**config.mk**
```make
export PLATFORM = sky130hd
export DESIGN_NAME = dual_read_ctrl
export DESIGN_NICKNAME = d
export VERILOG_FILES = /design/src/rtl/dfr_pkg.sv /design/src/rtl/dfr_sclk_gen.sv /design/src/rtl/dfr_tx_shift.sv /design/src/rtl/dfr_rx_pair.sv /design/src/rtl/dual_read_ctrl.sv
export SDC_FILE = /design/constraint.sdc
export NUM_CORES = 1
export LEC_CHECK = 0
export BUFFER_PORTS_ARGS = -buffer_cell sky130_fd_sc_hd__buf_4
export CAP_MARGIN = 10
export CORE_ASPECT_RATIO = 0.6
export CORE_UTILIZATION = 60
export CTS_CLUSTER_SIZE = 10
export DETAILED_ROUTE_END_ITERATION = 10
export PLACE_DENSITY = 0.84
export SLEW_MARGIN = 10
export SYNTH_ARGS = -nofsm -noshare
export SYNTH_HDL_FRONTEND = slang
export SYNTH_SLANG_ARGS = --single-unit
```
**constraint.sdc**
```tcl
create_clock -name clk -period 6.3 [get_ports clk]
set_input_delay 0.945 -clock clk [delete_from_list [all_inputs] [get_ports clk]]
set_output_delay 0.945 -clock clk [all_outputs]
set_load 0.005 [all_outputs]
```
**src/rtl/dfr_pkg.sv**
```systemverilog
package dfr_pkg;
    localparam logic [7:0] DFR_CMD_DUAL = 8'h3B;
    localparam logic [5:0] HDR_CMD_END   = 6'd8;
    localparam logic [5:0] HDR_ADDR_END  = 6'd32;
    localparam logic [5:0] HDR_DUMMY_END = 6'd40;

    typedef enum logic [2:0] {
        ST_IDLE,
        ST_CMD,
        ST_ADDR,
        ST_DUMMY,
        ST_DATA,
        ST_HOLD,
        ST_DESEL
    } dfr_state_e;
endpackage

```
**src/rtl/dfr_sclk_gen.sv**
```systemverilog
module dfr_sclk_gen #(
    parameter int SCLK_HALF = 2
) (
    input  logic clk,
    input  logic rst_n,
    input  logic en_i,
    output logic sclk_o,
    output logic rise_o,
    output logic fall_o
);
    localparam int HW = (SCLK_HALF > 1) ? $clog2(SCLK_HALF) : 1;

    logic [HW-1:0] cnt_q;
    logic          tick;

    assign tick   = en_i && (cnt_q == HW'(SCLK_HALF - 1));
    assign rise_o = tick && !sclk_o;
    assign fall_o = tick && sclk_o;

    always_ff @(posedge clk or negedge rst_n) begin
        if (!rst_n) begin
            cnt_q  <= '0;
            sclk_o <= 1'b0;
        end else if (!en_i) begin
            cnt_q  <= '0;
            sclk_o <= 1'b0;
        end else if (tick) begin
            cnt_q  <= '0;
            sclk_o <= ~sclk_o;
        end else begin
            cnt_q  <= cnt_q + HW'(1);
        end
    end

    // the clock only starts a high phase while the controller enables it
    assert_sclk_gated_R9: assert property (@(posedge clk) disable iff (!rst_n)
        $rose(sclk_o) |-> $past(en_i));
endmodule

```
**src/rtl/dfr_tx_shift.sv**
```systemverilog
module dfr_tx_shift #(
    parameter int W = 32
) (
    input  logic         clk,
    input  logic         rst_n,
    input  logic         load_i,
    input  logic [W-1:0] data_i,
    input  logic         shift_i,
    output logic         bit_o
);
    logic [W-1:0] sh_q;

    always_ff @(posedge clk or negedge rst_n) begin
        if (!rst_n)       sh_q <= '0;
        else if (load_i)  sh_q <= data_i;
        else if (shift_i) sh_q <= {sh_q[W-2:0], 1'b0};
    end

    assign bit_o = sh_q[W-1];
endmodule

```
**src/rtl/dfr_rx_pair.sv**
```systemverilog
module dfr_rx_pair (
    input  logic       clk,
    input  logic       rst_n,
    input  logic       sample_i,
    input  logic       odd_i,
    input  logic       even_i,
    output logic [7:0] byte_o
);
    logic [5:0] acc_q;

    always_ff @(posedge clk or negedge rst_n) begin
        if (!rst_n)        acc_q <= '0;
        else if (sample_i) acc_q <= {acc_q[3:0], odd_i, even_i};
    end

    // the byte completed by the pair now on the lines
    assign byte_o = {acc_q, odd_i, even_i};
endmodule

```
**src/rtl/dual_read_ctrl.sv**
```systemverilog
module dual_read_ctrl
    import dfr_pkg::*;
#(
    parameter int SCLK_HALF = 2,
    parameter int LEN_W     = 16,
    parameter int ARRAY_AW  = 20
) (
    input  logic             clk,
    input  logic             rst_n,
    input  logic             start_i,
    input  logic [23:0]      addr_i,
    input  logic [LEN_W-1:0] len_i,
    output logic             busy_o,
    output logic             cs_n_o,
    output logic             sclk_o,
    output logic             io0_o,
    output logic             io0_oe_o,
    input  logic             io0_i,
    input  logic             io1_i,
    output logic [7:0]       byte_data_o,
    output logic             byte_valid_o,
    input  logic             byte_ready_i
);
    localparam int DESEL_CYC = 2 * SCLK_HALF;
    localparam int DW        = $clog2(DESEL_CYC + 1);
    localparam int HDR_BITS  = 32;

    dfr_state_e       state_q, state_d;
    logic [5:0]       hdr_q;
    logic [1:0]       pair_q;
    logic [LEN_W-1:0] left_q;
    logic [DW-1:0]    desel_q;
    logic [7:0]       out_q;
    logic             out_v_q;

    logic             gen_en, rise_w, fall_w;
    logic             go_w, ld_byte, shift_w, tx_bit;
    logic [7:0]       rx_byte;
    logic [23:0]      addr_eff;

    // address bits above the array size are sent as zero
    generate
        if (ARRAY_AW < 24) begin : g_mask
            assign addr_eff = {{(24 - ARRAY_AW){1'b0}}, addr_i[ARRAY_AW-1:0]};
        end else begin : g_full
            assign addr_eff = addr_i;
        end
    endgenerate

    assign go_w    = (state_q == ST_IDLE) && start_i && (len_i != '0);
    assign gen_en  = (state_q == ST_CMD) || (state_q == ST_ADDR) ||
                     (state_q == ST_DUMMY) || (state_q == ST_DATA);
    assign shift_w = fall_w && ((state_q == ST_CMD) || (state_q == ST_ADDR));
    assign ld_byte = rise_w && (state_q == ST_DATA) && (pair_q == 2'd3);

    dfr_sclk_gen #(.SCLK_HALF(SCLK_HALF)) u_gen (
        .clk(clk), .rst_n(rst_n), .en_i(gen_en),
        .sclk_o(sclk_o), .rise_o(rise_w), .fall_o(fall_w)
    );

    dfr_tx_shift #(.W(HDR_BITS)) u_tx (
        .clk(clk), .rst_n(rst_n), .load_i(go_w),
        .data_i({DFR_CMD_DUAL, addr_eff}), .shift_i(shift_w), .bit_o(tx_bit)
    );

    dfr_rx_pair u_rx (
        .clk(clk), .rst_n(rst_n), .sample_i(rise_w && (state_q == ST_DATA)),
        .odd_i(io1_i), .even_i(io0_i), .byte_o(rx_byte)
    );

    // state register
    always_ff @(posedge clk or negedge rst_n) begin
        if (!rst_n) state_q <= ST_IDLE;
        else        state_q <= state_d;
    end

    // next state
    always_comb begin
        state_d = state_q;
        unique case (state_q)
            ST_IDLE:  if (go_w) state_d = ST_CMD;
            ST_CMD:   if (fall_w && hdr_q == HDR_CMD_END) state_d = ST_ADDR;
            ST_ADDR:  if (fall_w && hdr_q == HDR_ADDR_END) state_d = ST_DUMMY;
            ST_DUMMY: if (fall_w && hdr_q == HDR_DUMMY_END) state_d = ST_DATA;
            ST_DATA: begin
                if (fall_w && pair_q == 2'd0) begin
                    if (left_q == '0)                     state_d = ST_DESEL;
                    else if (out_v_q && !byte_ready_i)    state_d = ST_HOLD;
                end
            end
            ST_HOLD:  if (!out_v_q || byte_ready_i) state_d = ST_DATA;
            ST_DESEL: if (desel_q == DW'(DESEL_CYC - 1)) state_d = ST_IDLE;
            default:  state_d = ST_IDLE;
        endcase
    end

    // counters and output slot
    always_ff @(posedge clk or negedge rst_n) begin
        if (!rst_n) begin
            hdr_q   <= '0;
            pair_q  <= '0;
            left_q  <= '0;
            desel_q <= '0;
            out_q   <= '0;
            out_v_q <= 1'b0;
        end else begin
            if (go_w) begin
                hdr_q  <= '0;
                pair_q <= '0;
                left_q <= len_i;
            end else if (rise_w && state_q != ST_DATA) begin
                hdr_q <= hdr_q + 6'd1;
            end else if (rise_w) begin
                pair_q <= pair_q + 2'd1;
                if (pair_q == 2'd3) left_q <= left_q - {{(LEN_W-1){1'b0}}, 1'b1};
            end
            desel_q <= (state_q == ST_DESEL) ? desel_q + DW'(1) : '0;
            if (ld_byte) begin
                out_q   <= rx_byte;
                out_v_q <= 1'b1;
            end else if (out_v_q && byte_ready_i) begin
                out_v_q <= 1'b0;
            end
        end
    end

    // outputs
    always_comb begin
        busy_o       = (state_q != ST_IDLE);
        cs_n_o       = (state_q == ST_IDLE) || (state_q == ST_DESEL);
        io0_oe_o     = (state_q == ST_CMD) || (state_q == ST_ADDR);
        io0_o        = io0_oe_o & tx_bit;
        byte_data_o  = out_q;
        byte_valid_o = out_v_q;
    end

    assert_quiet_clock_R9: assert property (@(posedge clk) disable iff (!rst_n)
        cs_n_o |-> !sclk_o);

    assert_io0_released_R4: assert property (@(posedge clk) disable iff (!rst_n)
        (rise_w && hdr_q >= HDR_ADDR_END) |-> !io0_oe_o);

    assert_no_overwrite_R7: assert property (@(posedge clk) disable iff (!rst_n)
        ld_byte |-> (!out_v_q || byte_ready_i));

    assert_stall_stable_R7: assert property (@(posedge clk) disable iff (!rst_n)
        (byte_valid_o && !byte_ready_i) |=> (byte_valid_o && $stable(byte_data_o)));

    assert_hold_low_R7: assert property (@(posedge clk) disable iff (!rst_n)
        (state_q == ST_HOLD) |-> !sclk_o);

    assert_count_done_R6: assert property (@(posedge clk) disable iff (!rst_n)
        $rose(cs_n_o) |-> (left_q == '0));

    assert_enter_from_idle_R8: assert property (@(posedge clk) disable iff (!rst_n)
        (state_q == ST_CMD && $past(state_q) != ST_CMD) |-> $past(state_q) == ST_IDLE);
endmodule

```
==> run metrics <==
Max Freq=0.3131 GHz; Hold Path Class=reg -> reg; WL final=~8100 microns; starting density of the core=62.20%; drt wl/cell=16.01 microns; post-layout min period=~3200 ps; final hold viol count=0; setup repair after global routing missed its margin=false; status=finished, final reports clean; initial drt markers=167; hold depth=1; Hold Buf Count CTS=0; Yosys top cell by area=dfrtp_1; Async SR Flop Fraction=100.0%; ANT cells=0; number of I/O port buffers=55; maximum number of pins on one net before global-route repair=80; Core Region=0.006111 sq mm; Slew Limit Headroom=approximately 36%; Syn Nets=420; initial antenna violation count=0; setup_tns=0 ps; Hold Path Sink=desel_q[0]$_DFF_PN0_; syn_area_per_cell=10.39 sq um; Synth cell types=49; total gr overflow=0; Setup violations, final=0; Post-CTS Setup Inserts=0; Final Slew Violations=0; register bit total from synthesis=79; Int Pwr=1.192 mW; Startpoint Class=primary input; most common flop cell mapped by yosys=dfrtp_1; Vias=3017; Flop pwr share=44.5%; Overall Power=1.910 mW; Nets=~470; cell count after synthesis=366; Sw Share=a little under two fifths; Worst EP required=6590 ps; post-layout util=around 74%; DP HPWL=5494 microns; Comb power frac=33.5%; period utilization=50.70%; Setup Skew=9.240 ps; gpl congestion=0.8856; Least-Margin Pin Slew=around 970 ps; cts bufs inserted=9; Post-Syn Area=0.003801 sq mm; vias in the first global route=about 2900; total clock sinks=79; YS warnings=0; CP Class=in -> reg; clk_lat worst skew=approximately 350 ps; area delta synth->final=18.47%; Peak VDD IR=0.3028 mV; r2r setup slk=3380 ps; CTS resizes=0; MaxCap Viol Count=0; CP max FO=31; P_leak=approximately 2.1 nW; clock power share=21.9%; Reg2Reg Depth=6; post-synth top area share=52.01%; DR DRC count=0; hold path startpoint=desel_q[0]$_DFF_PN0_; most common library cells after synthesis=dfrtp_1 (79), nand2_1 (59), nor2_1 (25); top post-synthesis cells by area=dfrtp_1 (52%), nand2_1 (5.8%), mux2_2 (4.7%); first-pass GRT wire length=13740 microns; reg2reg start=state_q[2]$_DFFE_PN0P_; reg-to-reg endpoint=u_tx.sh_q[23]$_DFFE_PN0P_; CP endpoint kind=flop; die width=104.8 microns; Root Driver=clkbuf_8; Clock transition at path regs=80 ps; Post-synth EDFFs=0; vias per inst=5.986; GRT Total Usage=26.50%; H-tree levels=3; I/O pin total=60; net switching power=717.5 uW; total die area=~0.0067 sq mm; crit path DAT=roughly 3500 ps; drt pass-1 iters=4; most numerous cell in the Yosys netlist=dfrtp_1; die height=around 64 microns; sequential cell area fraction in the yosys report=between 50% and 60%; PwrDens=424.1 mW/mm^2; layout cells sized above 1=24.05%; Post-DRT Antenna Nets=0; buffer depth of the longest clock path=2; site row count=22; TritonCTS clock tree=done
[through the flow]
step | hold WS (ps) | area (sq um) | worst slack, ps | cells
floorplan | 409.6 | 3801 | 3990 | 366
global placement | 421.4 | 4282 | 2851 | 488
detailed placement | 427.9 | 4282 | 2832 | 488
CTS | 438.7 | 4503 | 3185 | 504
global route | 465.3 | 4503 | 2968 | 504
finish | 435.6 | 4503 | 3106 | 504
[sequential cells by signal, indices dropped and copies added (netlist names)]
signal and flops:
byte_valid_o 1, left_q 16, u_gen.sclk_o 1, byte_data_o 8, pair_q 2, hdr_q 6
u_tx.sh_q 32, desel_q 3, u_gen.cnt_q 1, state_q 3, u_rx.acc_q 6
[power by group through the flow]
stage                     clock, mW  sequential, mW  combinational, mW
final                         0.418           0.851              0.641
after CTS                     0.424           0.845              0.643
after floorplan                   0           0.780              0.504
after global placement            0           0.840              0.603
after detailed placement          0           0.853              0.638
after global routing          0.448           0.872              0.713
[critical path, stage by stage]
cell and delay, ps:
buf_4 110, nor4_1 750, a41oi_4 450, buf_4 370
nor2_1 330, buf_4 320, a22o_1 180
[placed cells by master, fill, tap and decap left out, types with 5 or more instances in the layout]
cell	n
a21oi_1	8
ha_1	8
mux2_2	16
nor2_1	25
buf_4	58
xnor2_1	9
dfrtp_1	79
inv_1	13
nor4_1	8
nor3_1	7
nand2_1	59
nand4_1	7
o21ai_0	14
o22a_1	5
a22o_1	8
o311ai_0	5
a22oi_1	19
clkbuf_8	9
[per-layer routing]
metal  part of all wire, %  up-vias  GRT usage [%]
met5                     0        -              0
met4                   2.0        0          10.04
met3                   5.9       19          6.522
met2                    44      105          38.99
met1                    48     1469          37.98
li1                      -     1424              -
[how the worst max path moves through the flow]
| stage | startpoint | end | slack (ps) |
|---|---|---|---|
| floorplan | start_i | hdr_q[0]$_DFFE_PN0P_ | 3990 |
| global placement | len_i[8] | u_tx.sh_q[0]$_DFFE_PN0P_ | 2850 |
| detailed placement | len_i[8] | u_tx.sh_q[23]$_DFFE_PN0P_ | 2830 |
| CTS | len_i[8] | u_tx.sh_q[23]$_DFFE_PN0P_ | 3180 |
| global route | len_i[8] | u_tx.sh_q[2]$_DFFE_PN0P_ | 2970 |
| finish | len_i[3] | u_tx.sh_q[23]$_DFFE_PN0P_ | 3110 |
[final cells by class]
type                       instances  area, sq um
clock buffer                      10        127.6
clock inverter                     6        93.84
tap                               84        105.1
multi-input combinational        254         1715
timing repair buffer              58        435.4
sequential                        79         1977
fill                             444         1608
inverter                          13        48.80
[cell families (layout without fill, tap and decap cells)]
| family | after synthesis | count (layout) | share of synthesized area (%) |
|---|---|---|---|
| AO/OA/AOI/OAI | 79 | 79 | 15.11 |
| multiplexers | 17 | 17 | 5.003 |
| adder cells (fa/ha/maj) | 8 | 8 | 2.633 |
| buffers and inverters | 33 | 87 | 3.357 |
| flip-flops | 79 | 79 | 52.01 |
| AND/OR/NAND/NOR | 137 | 137 | 18.89 |
| XOR/XNOR | 13 | 13 | 2.995 |
(Power assumes the default switching activity.)
